==> src/rtl/can_arb_pkg.sv <==
package can_arb_pkg;
  // register field positions shared by the datapath and the bench contract
  localparam int MODE_LSB = 24;
  localparam int MODE_W   = 3;
  localparam int PRIO_LSB = 16;
  localparam int CMD_BIT  = 23;
  localparam int RTR_BIT  = 20;
  localparam int DLC_LSB  = 16;
  localparam int EXT_BIT  = 29;

  localparam logic [MODE_W-1:0] MODE_OFF = 3'd0;
  localparam logic [MODE_W-1:0] MODE_TX  = 3'd3;

  typedef enum logic [2:0] {
    SEL_MODE = 3'd0,
    SEL_ID   = 3'd1,
    SEL_DLO  = 3'd2,
    SEL_DHI  = 3'd3,
    SEL_CTRL = 3'd4
  } regSel_t;

  // strobes from control to datapath
  typedef struct packed {
    logic launch;
    logic finish;
    logic fail;
    logic busy;
  } ctrlStb_t;
endpackage

==> src/rtl/can_arb_pick.sv <==
module can_arb_pick #(
  parameter int MBX_NUM = 4,
  parameter int PRIO_W  = 4,
  localparam int IDX_W  = $clog2(MBX_NUM)
) (
  input  logic [MBX_NUM-1:0] elig,
  input  logic [PRIO_W-1:0]  prio [MBX_NUM],
  output logic               found,
  output logic [IDX_W-1:0]   selIdx
);
  logic [PRIO_W-1:0] best;

  // ascending scan with strict compare keeps the lowest index on ties
  always_comb begin
    found  = 1'b0;
    selIdx = '0;
    best   = '1;
    for (int i = 0; i < MBX_NUM; i++) begin
      if (elig[i] && (!found || prio[i] < best)) begin
        found  = 1'b1;
        selIdx = IDX_W'(i);
        best   = prio[i];
      end
    end
  end
endmodule

==> src/rtl/can_arb_ctrl.sv <==
module can_arb_ctrl
  import can_arb_pkg::*;
(
  input  logic     clk,
  input  logic     rstN,
  input  logic     anyElig,
  input  logic     txAccept,
  input  logic     txDone,
  input  logic     txAbort,
  output logic     txReq,
  output ctrlStb_t stb
);
  typedef enum logic {ST_IDLE, ST_BUSY} state_t;
  state_t stateQ, stateD;

  always_comb begin
    stateD     = stateQ;
    txReq      = (stateQ == ST_IDLE) && anyElig;
    stb.busy   = (stateQ == ST_BUSY);
    stb.launch = txReq && txAccept;
    stb.finish = stb.busy && txDone;
    stb.fail   = stb.busy && txAbort && !txDone;
    if (stb.launch)
      stateD = ST_BUSY;
    else if (stb.finish || stb.fail)
      stateD = ST_IDLE;
  end

  always_ff @(posedge clk) begin
    if (!rstN) stateQ <= ST_IDLE;
    else       stateQ <= stateD;
  end


  no_reoffer_chk: assert property (@(posedge clk) disable iff (!rstN)
    (txReq && txAccept) |=> !txReq);
endmodule

==> src/rtl/can_arb_dp.sv <==
module can_arb_dp
  import can_arb_pkg::*;
#(
  parameter int MBX_NUM = 4,
  parameter int PRIO_W  = 4,
  parameter int ID_W    = 29,
  parameter int DLC_W   = 4,
  parameter int WORD_W  = 32,
  localparam int IDX_W  = $clog2(MBX_NUM)
) (
  input  logic                clk,
  input  logic                rstN,
  input  logic                wrEn,
  input  logic [IDX_W-1:0]    wrMbx,
  input  logic [2:0]          wrSel,
  input  logic [WORD_W-1:0]   wrData,
  input  ctrlStb_t            stb,
  output logic                anyElig,
  output logic [IDX_W-1:0]    txMbx,
  output logic [ID_W-1:0]     txId,
  output logic                txExt,
  output logic                txRtr,
  output logic [DLC_W-1:0]    txDlc,
  output logic [2*WORD_W-1:0] txData,
  output logic [MBX_NUM-1:0]  mbxReady,
  output logic [MBX_NUM-1:0]  mbxAbort,
  output logic [MBX_NUM-1:0]  mbxIrq
);
  logic [MODE_W-1:0] modeQ  [MBX_NUM];
  logic [PRIO_W-1:0] prioQ  [MBX_NUM];
  logic [ID_W-1:0]   idQ    [MBX_NUM];
  logic              extQ   [MBX_NUM];
  logic [WORD_W-1:0] loQ    [MBX_NUM];
  logic [WORD_W-1:0] hiQ    [MBX_NUM];
  logic [DLC_W-1:0]  dlcQ   [MBX_NUM];
  logic              rtrQ   [MBX_NUM];
  logic              pendQ  [MBX_NUM];
  logic              abortQ [MBX_NUM];
  logic              irqQ   [MBX_NUM];
  logic [MBX_NUM-1:0] elig;

  logic [IDX_W-1:0]    selIdx;
  logic [IDX_W-1:0]    flyIdx;
  logic [ID_W-1:0]     flyId;
  logic                flyExt;
  logic                flyRtr;
  logic [DLC_W-1:0]    flyDlc;
  logic [2*WORD_W-1:0] flyData;

  for (genvar g = 0; g < MBX_NUM; g++) begin : g_mbx
    logic hit, armOk, endHit;
    assign hit    = wrEn && (wrMbx == IDX_W'(g));
    assign armOk  = hit && (wrSel == SEL_CTRL) && wrData[CMD_BIT]
                    && (modeQ[g] == MODE_TX) && !pendQ[g];
    assign endHit = (stb.finish || stb.fail) && (flyIdx == IDX_W'(g));

    always_ff @(posedge clk) begin
      if (!rstN) begin
        modeQ[g]  <= MODE_OFF;
        prioQ[g]  <= '0;
        idQ[g]    <= '0;
        extQ[g]   <= 1'b0;
        loQ[g]    <= '0;
        hiQ[g]    <= '0;
        dlcQ[g]   <= '0;
        rtrQ[g]   <= 1'b0;
        pendQ[g]  <= 1'b0;
        abortQ[g] <= 1'b0;
        irqQ[g]   <= 1'b0;
      end else begin
        irqQ[g] <= endHit;
        if (hit && wrSel == SEL_MODE) begin
          modeQ[g] <= wrData[MODE_LSB +: MODE_W];
          prioQ[g] <= wrData[PRIO_LSB +: PRIO_W];
        end
        if (hit && wrSel == SEL_ID && modeQ[g] == MODE_OFF) begin
          idQ[g]  <= wrData[ID_W-1:0];
          extQ[g] <= wrData[EXT_BIT];
        end
        if (hit && wrSel == SEL_DLO) loQ[g] <= wrData;
        if (hit && wrSel == SEL_DHI) hiQ[g] <= wrData;
        if (armOk) begin
          pendQ[g]  <= 1'b1;
          abortQ[g] <= 1'b0;
          dlcQ[g]   <= wrData[DLC_LSB +: DLC_W];
          rtrQ[g]   <= wrData[RTR_BIT];
        end else if (endHit) begin
          pendQ[g]  <= 1'b0;
          abortQ[g] <= stb.fail;
        end
      end
    end

    assign elig[g]     = pendQ[g] && (modeQ[g] == MODE_TX);
    assign mbxReady[g] = !pendQ[g];
    assign mbxAbort[g] = abortQ[g];
    assign mbxIrq[g]   = irqQ[g];


    pick_order_chk: assert property (@(posedge clk) disable iff (!rstN)
      (!stb.busy && anyElig && elig[g]) |->
        (prioQ[txMbx] < prioQ[g]) ||
        ((prioQ[txMbx] == prioQ[g]) && (txMbx <= IDX_W'(g))));
  end

  can_arb_pick #(.MBX_NUM(MBX_NUM), .PRIO_W(PRIO_W)) i_pick (
    .elig   (elig),
    .prio   (prioQ),
    .found  (anyElig),
    .selIdx (selIdx)
  );

  // private copy of the accepted frame
  always_ff @(posedge clk) begin
    if (!rstN) begin
      flyIdx  <= '0;
      flyId   <= '0;
      flyExt  <= 1'b0;
      flyRtr  <= 1'b0;
      flyDlc  <= '0;
      flyData <= '0;
    end else if (stb.launch) begin
      flyIdx  <= selIdx;
      flyId   <= idQ[selIdx];
      flyExt  <= extQ[selIdx];
      flyRtr  <= rtrQ[selIdx];
      flyDlc  <= dlcQ[selIdx];
      flyData <= {hiQ[selIdx], loQ[selIdx]};
    end
  end

  always_comb begin
    if (stb.busy) begin
      txMbx  = flyIdx;
      txId   = flyId;
      txExt  = flyExt;
      txRtr  = flyRtr;
      txDlc  = flyDlc;
      txData = flyData;
    end else begin
      txMbx  = selIdx;
      txId   = idQ[selIdx];
      txExt  = extQ[selIdx];
      txRtr  = rtrQ[selIdx];
      txDlc  = dlcQ[selIdx];
      txData = {hiQ[selIdx], loQ[selIdx]};
    end
  end


  hold_frame_chk: assert property (@(posedge clk) disable iff (!rstN)
    (stb.busy && !stb.finish && !stb.fail) |=>
      ($stable(txMbx) && $stable(txData) && $stable(txId) && $stable(txDlc)));


  irq_onehot_chk: assert property (@(posedge clk) disable iff (!rstN)
    $onehot0(mbxIrq));


  irq_ready_chk: assert property (@(posedge clk) disable iff (!rstN)
    (mbxIrq & ~mbxReady) == '0);


  abort_ready_chk: assert property (@(posedge clk) disable iff (!rstN)
    (mbxAbort & ~mbxReady) == '0);
endmodule

==> src/rtl/can_tx_arbiter.sv <==
module can_tx_arbiter
  import can_arb_pkg::*;
#(
  parameter int MBX_NUM = 4,
  parameter int PRIO_W  = 4,
  parameter int ID_W    = 29,
  parameter int DLC_W   = 4,
  parameter int WORD_W  = 32,
  localparam int IDX_W  = $clog2(MBX_NUM)
) (
  input  logic                clk,
  input  logic                rstN,
  input  logic                wrEn,
  input  logic [IDX_W-1:0]    wrMbx,
  input  logic [2:0]          wrSel,
  input  logic [WORD_W-1:0]   wrData,
  output logic                txReq,
  output logic [IDX_W-1:0]    txMbx,
  output logic [ID_W-1:0]     txId,
  output logic                txExt,
  output logic                txRtr,
  output logic [DLC_W-1:0]    txDlc,
  output logic [2*WORD_W-1:0] txData,
  input  logic                txAccept,
  input  logic                txDone,
  input  logic                txAbort,
  output logic [MBX_NUM-1:0]  mbxReady,
  output logic [MBX_NUM-1:0]  mbxAbort,
  output logic [MBX_NUM-1:0]  mbxIrq
);
  ctrlStb_t stb;
  logic     anyElig;

  can_arb_ctrl i_ctrl (
    .clk      (clk),
    .rstN     (rstN),
    .anyElig  (anyElig),
    .txAccept (txAccept),
    .txDone   (txDone),
    .txAbort  (txAbort),
    .txReq    (txReq),
    .stb      (stb)
  );

  can_arb_dp #(
    .MBX_NUM (MBX_NUM),
    .PRIO_W  (PRIO_W),
    .ID_W    (ID_W),
    .DLC_W   (DLC_W),
    .WORD_W  (WORD_W)
  ) i_dp (
    .clk      (clk),
    .rstN     (rstN),
    .wrEn     (wrEn),
    .wrMbx    (wrMbx),
    .wrSel    (wrSel),
    .wrData   (wrData),
    .stb      (stb),
    .anyElig  (anyElig),
    .txMbx    (txMbx),
    .txId     (txId),
    .txExt    (txExt),
    .txRtr    (txRtr),
    .txDlc    (txDlc),
    .txData   (txData),
    .mbxReady (mbxReady),
    .mbxAbort (mbxAbort),
    .mbxIrq   (mbxIrq)
  );


  offer_pending_chk: assert property (@(posedge clk) disable iff (!rstN)
    txReq |-> !mbxReady[txMbx]);
endmodule

==> config.mk <==
export PLATFORM = sky130hd
export DESIGN_NAME = can_tx_arbiter
export DESIGN_NICKNAME = d
export VERILOG_FILES = /design/src/rtl/can_arb_pkg.sv /design/src/rtl/can_arb_pick.sv /design/src/rtl/can_arb_ctrl.sv /design/src/rtl/can_arb_dp.sv /design/src/rtl/can_tx_arbiter.sv
export SDC_FILE = /design/constraint.sdc
export NUM_CORES = 1
export LEC_CHECK = 0
export CORE_MARGIN = 8
export CORE_UTILIZATION = 50
export CTS_CLUSTER_SIZE = 12
export DETAILED_ROUTE_END_ITERATION = 6
export PLACE_DENSITY = 0.7
export SLEW_MARGIN = 40
export SYNTH_ARGS = -nofsm -noshare
export SYNTH_HDL_FRONTEND = slang
export SYNTH_HIERARCHICAL = 1
export SYNTH_SLANG_ARGS = --single-unit
==> constraint.sdc <==
create_clock -name clk -period 7.53 [get_ports clk]
set_input_delay 1.1295 -clock clk [delete_from_list [all_inputs] [get_ports clk]]
set_output_delay 1.1295 -clock clk [all_outputs]
set_load 0.01 [all_outputs]
# [Word level (Yosys, flattened, before mapping)]
# Memories as Yosys holds them, arrays and structs flattened.
# Cells that the tools add are included.
# Widths: inputs -> output; s select.
[totals] ff_bits=118 ram_bits=420 output_inout_bits=114 mem_count=10 elab_cells=307 in_bits=43
[memory_table] memory="i_dp.hiQ" words=4 width=32 rd=1 rd_clocked_by_memory_dff=0 wr=4 line="can_arb_dp.sv:34" source="logic [WORD_W-1:0] hiQ [MBX_NUM];"
[memory_table] memory="i_dp.loQ" words=4 width=32 rd=1 rd_clocked_by_memory_dff=0 wr=4 line="can_arb_dp.sv:33" source="logic [WORD_W-1:0] loQ [MBX_NUM];"
[memory_table] memory="i_dp.idQ" words=4 width=29 rd=1 rd_clocked_by_memory_dff=0 wr=4 line="can_arb_dp.sv:31" source="logic [ID_W-1:0] idQ [MBX_NUM];"
[memory_table] memory="i_dp.dlcQ" words=4 width=4 rd=1 rd_clocked_by_memory_dff=0 wr=4 line="can_arb_dp.sv:35" source="logic [DLC_W-1:0] dlcQ [MBX_NUM];"
[memory_table] memory="i_dp.modeQ" words=4 width=3 rd=4 rd_clocked_by_memory_dff=0 wr=4 line="can_arb_dp.sv:29" source="logic [MODE_W-1:0] modeQ [MBX_NUM];"
[memory_table] memory="i_dp.abortQ" words=4 width=1 rd=4 rd_clocked_by_memory_dff=0 wr=4 line="can_arb_dp.sv:38" source="logic abortQ [MBX_NUM];"
[memory_table] memory="+4 memories"
[op_classes] n_eq_ne=14 bitwise_logic=49 n_mux=144 magnitude_cmp=3 n_reduce_logical=76
[ops] op="$mux 32" count=8
[ops] op="$mux 29" count=5
[ops] op="$mux 1" count=115
[ops] op="$mux 64" count=1
[ops] op="$logic_and 1x1->1" count=56
[ops] op="$or 1x1->1" count=48
[ops] op="$mux 4" count=8
[ops] op="$eq 3x2->1 const B" count=6
[ops] op="$logic_not 3->1" count=5
[ops] op="$lt 4x4->1" count=3
[ops] op="$mux 3" count=4
[ops] op="$eq 2x2->1 const B" count=4
[ops] op="$logic_not 1->1" count=8
[ops] op="$mux 2" count=3
[ops] op="$eq 2x1->1 const B" count=2
[ops] op="$logic_not 2->1" count=2
[ops] op="$logic_or 1x1->1" count=4
[ops] op="$eq 3x1->1 const B" count=1
[ops] op="$eq 3x3->1 const B" count=1
[ops] op="$reduce_bool 2->1" count=1
[ops] op="$not 1->1" count=1

# [Longest topological paths before layout]
# Gate-level depths: netlist of the first run.
# An unclocked memory read counts as a cell.
[depth] depth_word=19 depth_mapped=28 depth_no_buf=25

# [By module]
# Netlist of the first run, hierarchy kept.
[by_module_without_submodules] module="can_arb_dp" instances=1 seq_area_each_um2=14874.3 area_each_um2=23417.5 cells_per_inst=1657
[by_module_without_submodules] module="can_arb_pick" instances=1 seq_area_each_um2=0.0 area_each_um2=539.3 cells_per_inst=71
[by_module_without_submodules] module="can_arb_ctrl" instances=1 seq_area_each_um2=20.0 area_each_um2=90.1 cells_per_inst=9

# [Least setup slack after synthesis of the first run]
# No wires, ideal clock.
[synth_timing] kind="register to output" startpoint="memory i_dp.modeQ[0][2]" endpoint="output txData[0]" required_ps=6400 slack_ps=1121 stages_incl_launch_ff=27 t_arrival_ps=5279 path_cell_list="edfxtp_1 -> nand3b_1 -> nor2_1 -> buf_2 -> nor2b_1 -> ha_1 -> nand3b_1 -> a31oi_1 -> o21bai_4 -> o21ai_0 -> ha_1 -> o2111ai_1 -> a21oi_1 -> mux2_4 -> nor2_4 -> mux2_4 -> ha_1 -> nand2_1 -> and3_1 -> o311ai_0 -> nor2_1 -> o21ai_1 -> o2111ai_1 -> buf_2 -> buf_2 -> mux4_2 -> mux2_2"
[synth_lines] element="start, declared" line="can_arb_dp.sv:29"
[synth_lines] element="end, declared" line="can_tx_arbiter.sv:23" source="output logic [2*WORD_W-1:0] txData,"

==> flow_metrics.tcl, run 1 <==
set metrics [dict create \
    place_congestion 0.869 \
    synth.most_common_cell "edfxtp_1" \
    fin_hold_ws_ns 0.461 \
    clock-sinks 538 \
    nets 1948 \
    cts-buffers-inserted 56 \
    hp-start "i_dp/rtrQ[2]" \
    r2r-start "i_dp/modeQ[0][2]" \
    clockBufferDepth 3 \
    grt_use_total_pct 21.5 \
    status "completed" \
    end_kind "primary output" \
    fin_crit_sh_pct 99.3 \
    ys_top_cells_by_count "412 x edfxtp_1, 276 x nor2_1, 256 x and2_1" \
    wl_per_cell_microns 23.9 \
    die_h_microns 235 \
    synth_edf_count 412 \
    critPathKind "reg2out" \
    grt_start_max_net_pins 73 \
    ys_seq_area_share_pct 61.9 \
    netlist_top_cells_area "edfxtp_1 51%, dfxtp_1 10%, mux4_2 9.3%, and2_1 6.7%, mux2i_1 5.0%" \
    cts_root_buf "clkbuf_16" \
    met2_length_microns 30600 \
    slew_headroom_pct 46.9 \
    ys_warn_count 6 \
    synth.avg_cell_area_sq_um 13.8 \
    ff2ff_path_depth 29 \
    ys_ff_latch 538 \
    yosysUniqueCellTypes 60 \
    power_mw 6.61 \
    pin_count 157 \
    antenna_found_initial 2 \
    wl_met1_microns 24600 \
    grt_pass1_wl_microns 91900 \
    topRoutingLayerUsed "met4" \
    yosysTopAreaCell "edfxtp_1" \
    overflow 0 \
    initial_utilization_pct 50.5 \
    hpwl_microns 36700 \
    dieWidth_microns 235 \
    worstMarginPinSlew_ns 0.796 \
    cp.arrival_ns 6.35 \
    drv_cap 0 \
    vdd_drop_max_uv 184 \
    synth_cells 1737 \
    clock_latency_ns 0.61 \
    ff2ff_setup_slack_ns 1.92 \
    path_max_fanout 6 \
    final_layout_size_suffix_gt1_share_pct 22.1 \
    first_pass_iters 5 \
    drt_iter0_drc 1264 \
    ant_nets 0 \
    slew_viol_final 0 \
    die-area_sq_um 55400 \
    port_buffers 156 \
    avgViaCountPerCell 5.71 \
    cts_tree "done" \
    syn_to_final_growth_pct 19.2 \
    setup_viol 0 \
    holdPathEnd "i_dp/rtrQ[2]" \
    core-area_sq_um 47600 \
    first_global_vias 15000 \
    ys.flop_type "edfxtp_1" \
    routed_wl_microns 61100 \
    htree_levels 2 \
    period_minus_slack_ns 7.48 \
    rows 80 \
    synth_top_area_share_pct 51.4 \
    leakage_nw 10.2 \
    hold_depth 2 \
    hp-class "reg2reg" \
    finClkSkew_ns 0.0220 \
    dr_wl_met3_microns 3810 \
    crit_required_ns 6.40 \
    syn-num-nets 1787 \
    remaining_drc_errors 0 \
    async_flop_share_pct 0 \
    fmax_ghz 0.134 \
    cp-start-kind "flip-flop" \
    reg2reg_to "i_dp/flyData[50]" \
    mappedNetlistArea_sq_um 24000 \
    dr_total_vias 14600 \
    hold_viol 0 \
    rsz0062_at_grt "yes" \
    p_per_area_nw_per_um2 230 \
    path_clk_slew_ns 0.06 \
]
per-stage QoR:
step	std cells	setup TNS, ns	worst slack (ns)	util (%)	instance area [sq um]
after floorplan	1737	0	1.12	-	24000
after global placement	2413	0	0.365	55.0	26200
after detailed placement	2414	0	0.229	55.1	26200
after CTS	2545	-0.904	-0.0555	59.7	28400
after global routing	2560	-3.69	-0.167	60.2	28700
final	2561	0	0.0545	60.2	28700
where the power goes:
group          leakage [nW]  internal (mW)  switching [mW]  total, mW
combinational          4.20          0.282           0.327      0.609
sequential             5.11           3.30          0.0369       3.34
clock                 0.857           1.54            1.12       2.66
flip-flops by register name (all words and copies together), names as in the netlist:
name and flops:
i_dp/loQ 128, i_dp/abortQ 4, i_dp/flyExt 1, i_dp/dlcQ 16, i_dp/hiQ 128, i_ctrl/stateQ 1
i_dp/flyData 64, i_dp/pendQ 4, i_dp/flyId 29, i_dp/prioQ 16, i_dp/rtrQ 4, i_dp/irqQ 4
i_dp/idQ 116, i_dp/flyRtr 1, i_dp/extQ 4, i_dp/flyDlc 4, i_dp/modeQ 12, i_dp/flyIdx 2
cell type report:
class | count | area, sq um
clock inverter | 18 | 140
sequential | 538 | 14900
tap | 615 | 769
inverter | 14 | 53.8
clock buffer | 86 | 1620
antenna | 2 | 5.00
multi-input combinational | 1052 | 8730
timing repair buffer | 236 | 2460
fill | 3644 | 19000
worst max-delay path: stages (launching register included):
cell and delay, ns:
edfxtp_1 0.38, nand3b_1 0.22, nor2_2 0.14, nor2b_4 0.19, ha_4 0.21, nand3b_1 0.16, a31oi_4 0.12, o21bai_4 0.22
nand3b_1 0.12, o21ai_2 0.07, ha_1 0.31, o2111ai_2 0.09, a21oi_2 0.08, mux2_4 0.30, nor2_4 0.17, mux2_4 0.32
ha_1 0.22, nand2_2 0.09, and3_4 0.18, o311ai_0 0.11, nor2_1 0.17, o21ai_2 0.10, o2111ai_4 0.13, buf_16 0.20
buf_16 0.15, mux4_2 0.55, mux2_2 0.28, clkdlybuf4s50_1 0.48
worst max-delay path by stage:
stage / from / endpoint / slack [ns] / depth (start not counted)
6_report: i_dp/modeQ[0][2] / txId[3] / 0.05 / 27
5_1_grt: i_dp/modeQ[0][2] / txData[23] / -0.17 / 28
3_3_place_gp: i_dp/modeQ[0][2] / txData[44] / 0.36 / 25
3_5_place_dp: i_dp/modeQ[0][2] / txData[44] / 0.23 / 25
4_1_cts: i_dp/modeQ[0][2] / txRtr / -0.06 / 29
2_1_floorplan: i_dp/modeQ[0][2] / txData[0] / 1.12 / 26
cell usage in the layout, fill, tap and decap left out, types with 6 or more instances in the layout:
cell and count:
and2_1 256, buf_12 11, buf_16 9, buf_4 50, buf_6 7, clkbuf_1 22
clkbuf_16 60, clkbuf_2 18, clkbuf_8 6, clkdlybuf4s15_1 20, clkdlybuf4s50_1 57, clkinv_1 9
clkinv_2 7, dfxtp_1 125, dlygate4sd2_1 53, edfxtp_1 412, inv_1 13, mux2_2 95
mux2_4 10, mux2i_1 120, mux4_2 99, nand2_1 76, nand3_1 10, nand3b_1 12
nor2_1 272, o21ai_2 10, or4_1 8
logic make-up (layout without fill, tap and decap cells):
group	Yosys count	after routing	synth area share (%)
AOI/OAI and AO/OA	40	40	1.14
xor gates and xnor gates	1	1	0.0364
adders and majority gates	8	8	0.411
buffers and inverters	147	354	2.78
DFF	538	538	61.9
muxes	324	324	19.2
other	0	2	0
and+or+nand+nor	679	679	14.4
per-layer routing:
metal	vias up	GRT usage (%)
met5	-	0
met4	0	8.23
met3	123	3.99
met2	508	36.9
met1	7421	26.9
li1	6573	-
repair_timing:
item / in CTS / in global routing
hold endpoints to repair: 0 / 0
pin swaps: 4 / 7
endpoints found under the setup margin: 99 / 100
hold buffers: 0 / 0
setup buffers: 17 / 15
gates resized for setup: 116 / 96
gates cloned: 10 / 2
Power figures use the tool's default switching activity.
==> run 2: changes to the inputs <==
- REMOVE_ABC_BUFFERS: unset -> 1
- clock period: 7.53 -> 7.35 ns (I/O delays scaled with it)
==> flow_metrics.tcl, run 2 (same netlist as run 1, synthesis figures left out) <==
set metrics [dict create \
    fin_crit_sh_pct 97.7 \
    htree_levels 2 \
    grt_pass1_wl_microns 91200 \
    cts-buffers-inserted 56 \
    first_global_vias 15100 \
    holdPathEnd "i_dp/rtrQ[2]" \
    syn_to_final_growth_pct 19.8 \
    setup_slack_ns 0.170 \
    worstMarginPinSlew_ns 0.832 \
    core-area_sq_um 47600 \
    n_antenna_cell 0 \
    layout_commonest_cell "edfxtp_1" \
    clock_latency_ns 0.61 \
    pin_count 157 \
    clock-sinks 538 \
    antenna_found_initial 0 \
    reg_top3 "i_dp/hiQ: 128 flops, i_dp/loQ: 128 flops, i_dp/idQ: 116 flops" \
    dieWidth_microns 235 \
    slew_viol_final 0 \
    wl_per_cell_microns 23.6 \
    reg2reg_to "i_dp/flyData[13]" \
    drt_iter0_drc 1245 \
    period_minus_slack_ns 7.18 \
    crit_buf_inv 6 \
    routed_wl_microns 60900 \
    clockBufferDepth 3 \
    power_mw 6.74 \
    dr_total_vias 14700 \
    final_cell_mix "412 x edfxtp_1, 274 x nor2_1, 256 x and2_1, 125 x dfxtp_1, 120 x mux2i_1" \
    drv_cap 0 \
    path_clk_slew_ns 0.06 \
    cp-start-kind "flip-flop" \
    post-place-ws_ns 0.0166 \
    hold_buffers 0 \
    critPathSlowestCell "mux4_2" \
    place_congestion 0.884 \
    cp.arrival_ns 6.08 \
    hp-start "i_dp/rtrQ[2]" \
    finalNonFillerCells 2580 \
    hold_depth 2 \
    grt_use_total_pct 21.3 \
    rows 80 \
    path_max_fanout 7 \
    cts_root_buf "clkbuf_16" \
    fill_cells 3646 \
    avgViaCountPerCell 5.69 \
    fmax_ghz 0.139 \
    ant_nets 0 \
    p_per_area_nw_per_um2 234 \
    end_kind "primary output" \
    finClkSkew_ns 0.0232 \
    die_h_microns 235 \
    remaining_drc_errors 0 \
    rsz0062_at_grt "yes" \
    crit_required_ns 6.25 \
    critPathMaxStageDelay_ns 0.49 \
    initial_utilization_pct 50.5 \
    nets 1969 \
    vdd_drop_max_uv 170 \
    final_layout_size_suffix_gt1_share_pct 25.9 \
    status "completed" \
    place_inst 2420 \
    die-area_sq_um 55400 \
    first_pass_iters 5 \
    critPathKind "reg2out" \
    ff2ff_setup_slack_ns 1.85 \
    overflow 0 \
    setup_viol 0 \
    cts_tree "done" \
    cp_top_family "simple AND/OR/NAND/NOR gates" \
    r2r-start "i_dp/modeQ[0][2]" \
    port_buffers 156 \
    hp-class "reg2reg" \
    hold_viol 0 \
    slew_headroom_pct 44.5 \
    leakage_nw 10.4 \
    hpwl_microns 36500 \
    ff2ff_path_depth 31 \
    grt_start_max_net_pins 68 \
]
[run 2: area by class of cell]
cell class / count / area [sq um] / share of cell area, %
sequential: 538 / 14900 / 51.7
clock buffer: 94 / 1660 / 5.78
inverter: 14 / 53.8 / 0.187
clock inverter: 10 / 61.3 / 0.213
timing repair buffer: 257 / 2520 / 8.75
tap: 615 / 769 / 2.67
multi-input combinational: 1052 / 8850 / 30.7
[run 2: layer usage]
metal / GRT usage (%) / vias to the layer above / share of wire (%)
met2: 35.5 / 527 / 49
met3: 4.18 / 100 / 6.9
li1: - / 6629 / -
met4: 7.35 / 0 / 3.0
met1: 27.7 / 7422 / 41
met5: 0 / - / 0
[run 2: worst max-delay path by stage]
stage | from | end | slack (ns) | cells past startpoint
global placement | i_dp/modeQ[0][2] | txData[32] | 0.16 | 26
detailed placement | i_dp/modeQ[0][2] | txData[0] | 0.02 | 26
floorplan | i_dp/modeQ[0][2] | txData[0] | -7.10 | 20
CTS | i_dp/modeQ[0][2] | txData[22] | -0.06 | 29
finish | i_dp/modeQ[0][2] | txData[30] | 0.17 | 30
global route | i_dp/modeQ[0][2] | txData[30] | -0.13 | 30
[run 2: report_power, final]
part / switching, mW / internal (mW)
Clock: 1.13 / 1.53
Combinational: 0.339 / 0.310
Sequential: 0.0386 / 3.38
Total: 1.51 / 5.23
[run 2: repair_timing]
action	4_1_cts	5_1_grt
pin swaps	5	8
endpoints found under the setup margin	99	99
gates resized for setup	147	236
buffers inserted	23	28
gates cloned	5	7
[run 2: worst register-to-register path, delay by kind of cell (launching register included)]
family / cells / cell delay, ns
compound gates: 7 / 0.76
fa+ha+maj: 3 / 0.68
buf+inv: 6 / 0.80
flops: 1 / 0.38
mux: 4 / 1.27
simple gates: 11 / 1.49
[run 2: stage by stage]
step	area [sq um]	hold slack, ns	utilization, %	setup TNS [ns]
after floorplan	23400	0.432	-	-1327.15
after global placement	26300	0.450	55.3	0
after detailed placement	26400	0.456	55.3	0
after CTS	28400	0.466	59.7	-0.133
after global routing	28800	0.501	60.5	-2.76
final	28800	0.465	60.5	0
==> run 3: changes to the inputs <==
- SYNTH_HIERARCHICAL: 1 -> unset
==> flow_metrics.tcl, run 3 <==
set metrics [dict create \
    nets 2081 \
    critPathLaunch "i_dp.modeQ[0][2]" \
    clock-sinks 538 \
    netlist_top_cells_area "edfxtp_1 50%, dfxtp_1 10%, and2_1 9.8%, a221o_1 8.0%, mux2i_1 4.2%" \
    ys_warn_count 0 \
    mappedNetlistArea_sq_um 24800 \
    wl_per_cell_microns 26.6 \
    reg2reg_to "i_dp.flyData[57]" \
    core-area_sq_um 49000 \
    ff2ff_setup_slack_ns 1.34 \
    grt_start_max_net_pins 97 \
    cts_root_buf "clkbuf_16" \
    syn_to_final_growth_pct 19.0 \
    antenna_found_initial 1 \
    hold_buffers 0 \
    clockBufferDepth 3 \
    crit_required_ns 6.25 \
    grt_pass1_wl_microns 105000 \
    cts_tree "done" \
    clock_latency_ns 0.61 \
    grt_use_total_pct 23.8 \
    ff2ff_path_depth 25 \
    status "completed" \
    hp-class "reg2reg" \
    drt_iter0_drc 1875 \
    met2_length_microns 34700 \
    dr_total_vias 17200 \
    synth_edf_count 412 \
    critPathMaxStageDelay_ns 0.55 \
    ant_nets 0 \
    place_congestion 0.848 \
    dr_wl_met3_microns 6470 \
    p_per_area_nw_per_um2 229 \
    fin_crit_sh_pct 98.3 \
    crit_top_cell "ha_1" \
    synth_cells 1950 \
    rsz0062_at_grt "yes" \
    initial_utilization_pct 50.7 \
    final_layout_size_suffix_gt1_share_pct 11.5 \
    die-area_sq_um 57000 \
    r2r-start "i_dp.modeQ[0][2]" \
    path_clk_slew_ns 0.06 \
    hold_viol 0 \
    wl_met1_microns 30200 \
    period_minus_slack_ns 7.23 \
    ys_ff_latch 538 \
    fin_hold_ws_ns 0.487 \
    routed_wl_microns 72900 \
    critPathKind "reg2out" \
    htree_levels 2 \
    cp-start-kind "flip-flop" \
    critPathSlowestCell "clkdlybuf4s50_1" \
    synth.avg_cell_area_sq_um 12.7 \
    port_buffers 156 \
    async_flop_share_pct 0 \
    topRoutingLayerUsed "met5" \
    finClkSkew_ns 0.0254 \
    leakage_nw 12.2 \
    synth.most_common_cell "edfxtp_1" \
    drv_cap 0 \
    synth_top_area_share_pct 49.9 \
    cp-endpoint "txId[10]" \
    layout_commonest_cell "edfxtp_1" \
    pin_count 157 \
    dieWidth_microns 239 \
    n_antenna_cell 0 \
    ys_seq_area_share_pct 60.0 \
    avgViaCountPerCell 6.26 \
    worstPathCellList "nand4b_2 -> nor2_1 -> ha_1 -> o311a_1 -> a211oi_4 -> nor3_1 -> o21bai_2 -> ha_1 -> o21ai_1 -> a22oi_1 -> o21a_2 -> a21boi_4 -> a21oi_1 -> ha_1 -> a21o_1 -> a21oi_2 -> o21bai_2 -> nor2_1 -> a21o_2 -> nor2_4 -> buf_8 -> a221o_1 -> clkdlybuf4s50_1" \
    die_h_microns 239 \
    remaining_drc_errors 0 \
    ys.flop_type "edfxtp_1" \
    hpwl_microns 38600 \
    yosysTopAreaCell "edfxtp_1" \
    slew_viol_final 0 \
    fmax_ghz 0.138 \
    path_max_fanout 20 \
    first_pass_iters 5 \
    final_cell_mix "412 x edfxtp_1, 387 x and2_1, 198 x a221o_1, 125 x dfxtp_1, 120 x and3_1" \
    worstMarginPinSlew_ns 0.870 \
    first_global_vias 17400 \
    rows 81 \
    reg_top3 "i_dp.hiQ: 128 flops, i_dp.loQ: 128 flops, i_dp.idQ: 116 flops" \
    ys_top_cells_by_count "412 x edfxtp_1, 387 x and2_1, 198 x a221o_1" \
    setup_viol 0 \
    slew_headroom_pct 42.0 \
    end_kind "primary output" \
    power_mw 6.77 \
    overflow 0 \
    yosysUniqueCellTypes 55 \
    cp.arrival_ns 6.12 \
    vdd_drop_max_uv 160 \
    cts-buffers-inserted 56 \
]
## run 3: cell count changes after synthesis, moves of 99 or more
cell and change:
a221o_1 +198, and2_1 +131, and3_1 +115, mux2_2 -100
mux4_2 -99, nor2_1 -233, nor3b_1 +99
## run 3: timing repair
action | CTS | global route
gates resized for setup | 3 | 123
pin swaps | 1 | 7
buffers inserted | 5 | 4
gates cloned | 1 | 9
setup endpoints to repair | 99 | 101
## run 3: cell type report
type	count	area [sq um]
clock buffers	94	1720
well taps	664	831
multi-input cells	1200	9420
inverters	14	52.6
flip-flops and latches	538	14900
clock inverters	12	113
repair buffers	221	2490
fillers	3733	19400
## run 3: cells by family after synthesis
family	after synthesis	synth area share, %
AND/OR/NAND/NOR	731	18.5
flip-flops	538	60.0
AO/OA/AOI/OAI	355	13.2
buffers and inverters	212	3.63
multiplexers	106	4.28
adder cells (fa/ha/maj)	8	0.393
## run 3: report_power, final
part / internal (mW) / switching (mW)
Sequential: 3.39 / 0.0443
Combinational: 0.208 / 0.318
Clock: 1.65 / 1.16
## run 3: layer usage
metal / global-route usage [%] / vias to the layer above
li1: - / 7597
met1: 32.3 / 8620
met2: 38.6 / 835
met3: 4.22 / 113
met4: 7.37 / 2
met5: 0 / -
## run 3: critical path, delay by kind of cell, from the launching register on
kind / cells / cell delay, ns
adders and majority gates: 3 / 0.86
DFF: 1 / 0.38
AOI/OAI and AO/OA: 13 / 2.42
buffers and inverters: 2 / 0.86
and+or+nand+nor: 5 / 0.95
## run 3: how the worst min path moves through the flow
stage	from	end	slack (ns)	cells past startpoint
2_1_floorplan	i_dp.prioQ[1]	i_dp.prioQ[1]	0.45	1
4_1_cts	i_dp.loQ[3][1]	i_dp.flyData[1]	0.49	1
3_3_place_gp	i_dp.idQ[3][5]	i_dp.flyId[5]	0.47	1
6_report	i_dp.loQ[3][20]	i_dp.flyData[20]	0.49	1
5_1_grt	i_dp.loQ[3][1]	i_dp.flyData[1]	0.51	1
3_5_place_dp	i_dp.loQ[3][4]	i_dp.flyData[4]	0.48	1
## run 3: metrics by stage
stage          utilization [%]  TNS (ns)  setup WS (ns)  area [sq um]  std cells
3_5_place_dp              55.2         0          0.490         27000       2618
5_1_grt                   60.3     -3.14         -0.141         29500       2743
6_report                  60.3         0          0.123         29500       2743
2_1_floorplan                -  -1382.80          -7.15         24000       1752
4_1_cts                   59.1         0         0.0201         28900       2730
3_3_place_gp              55.0         0          0.250         26900       2615
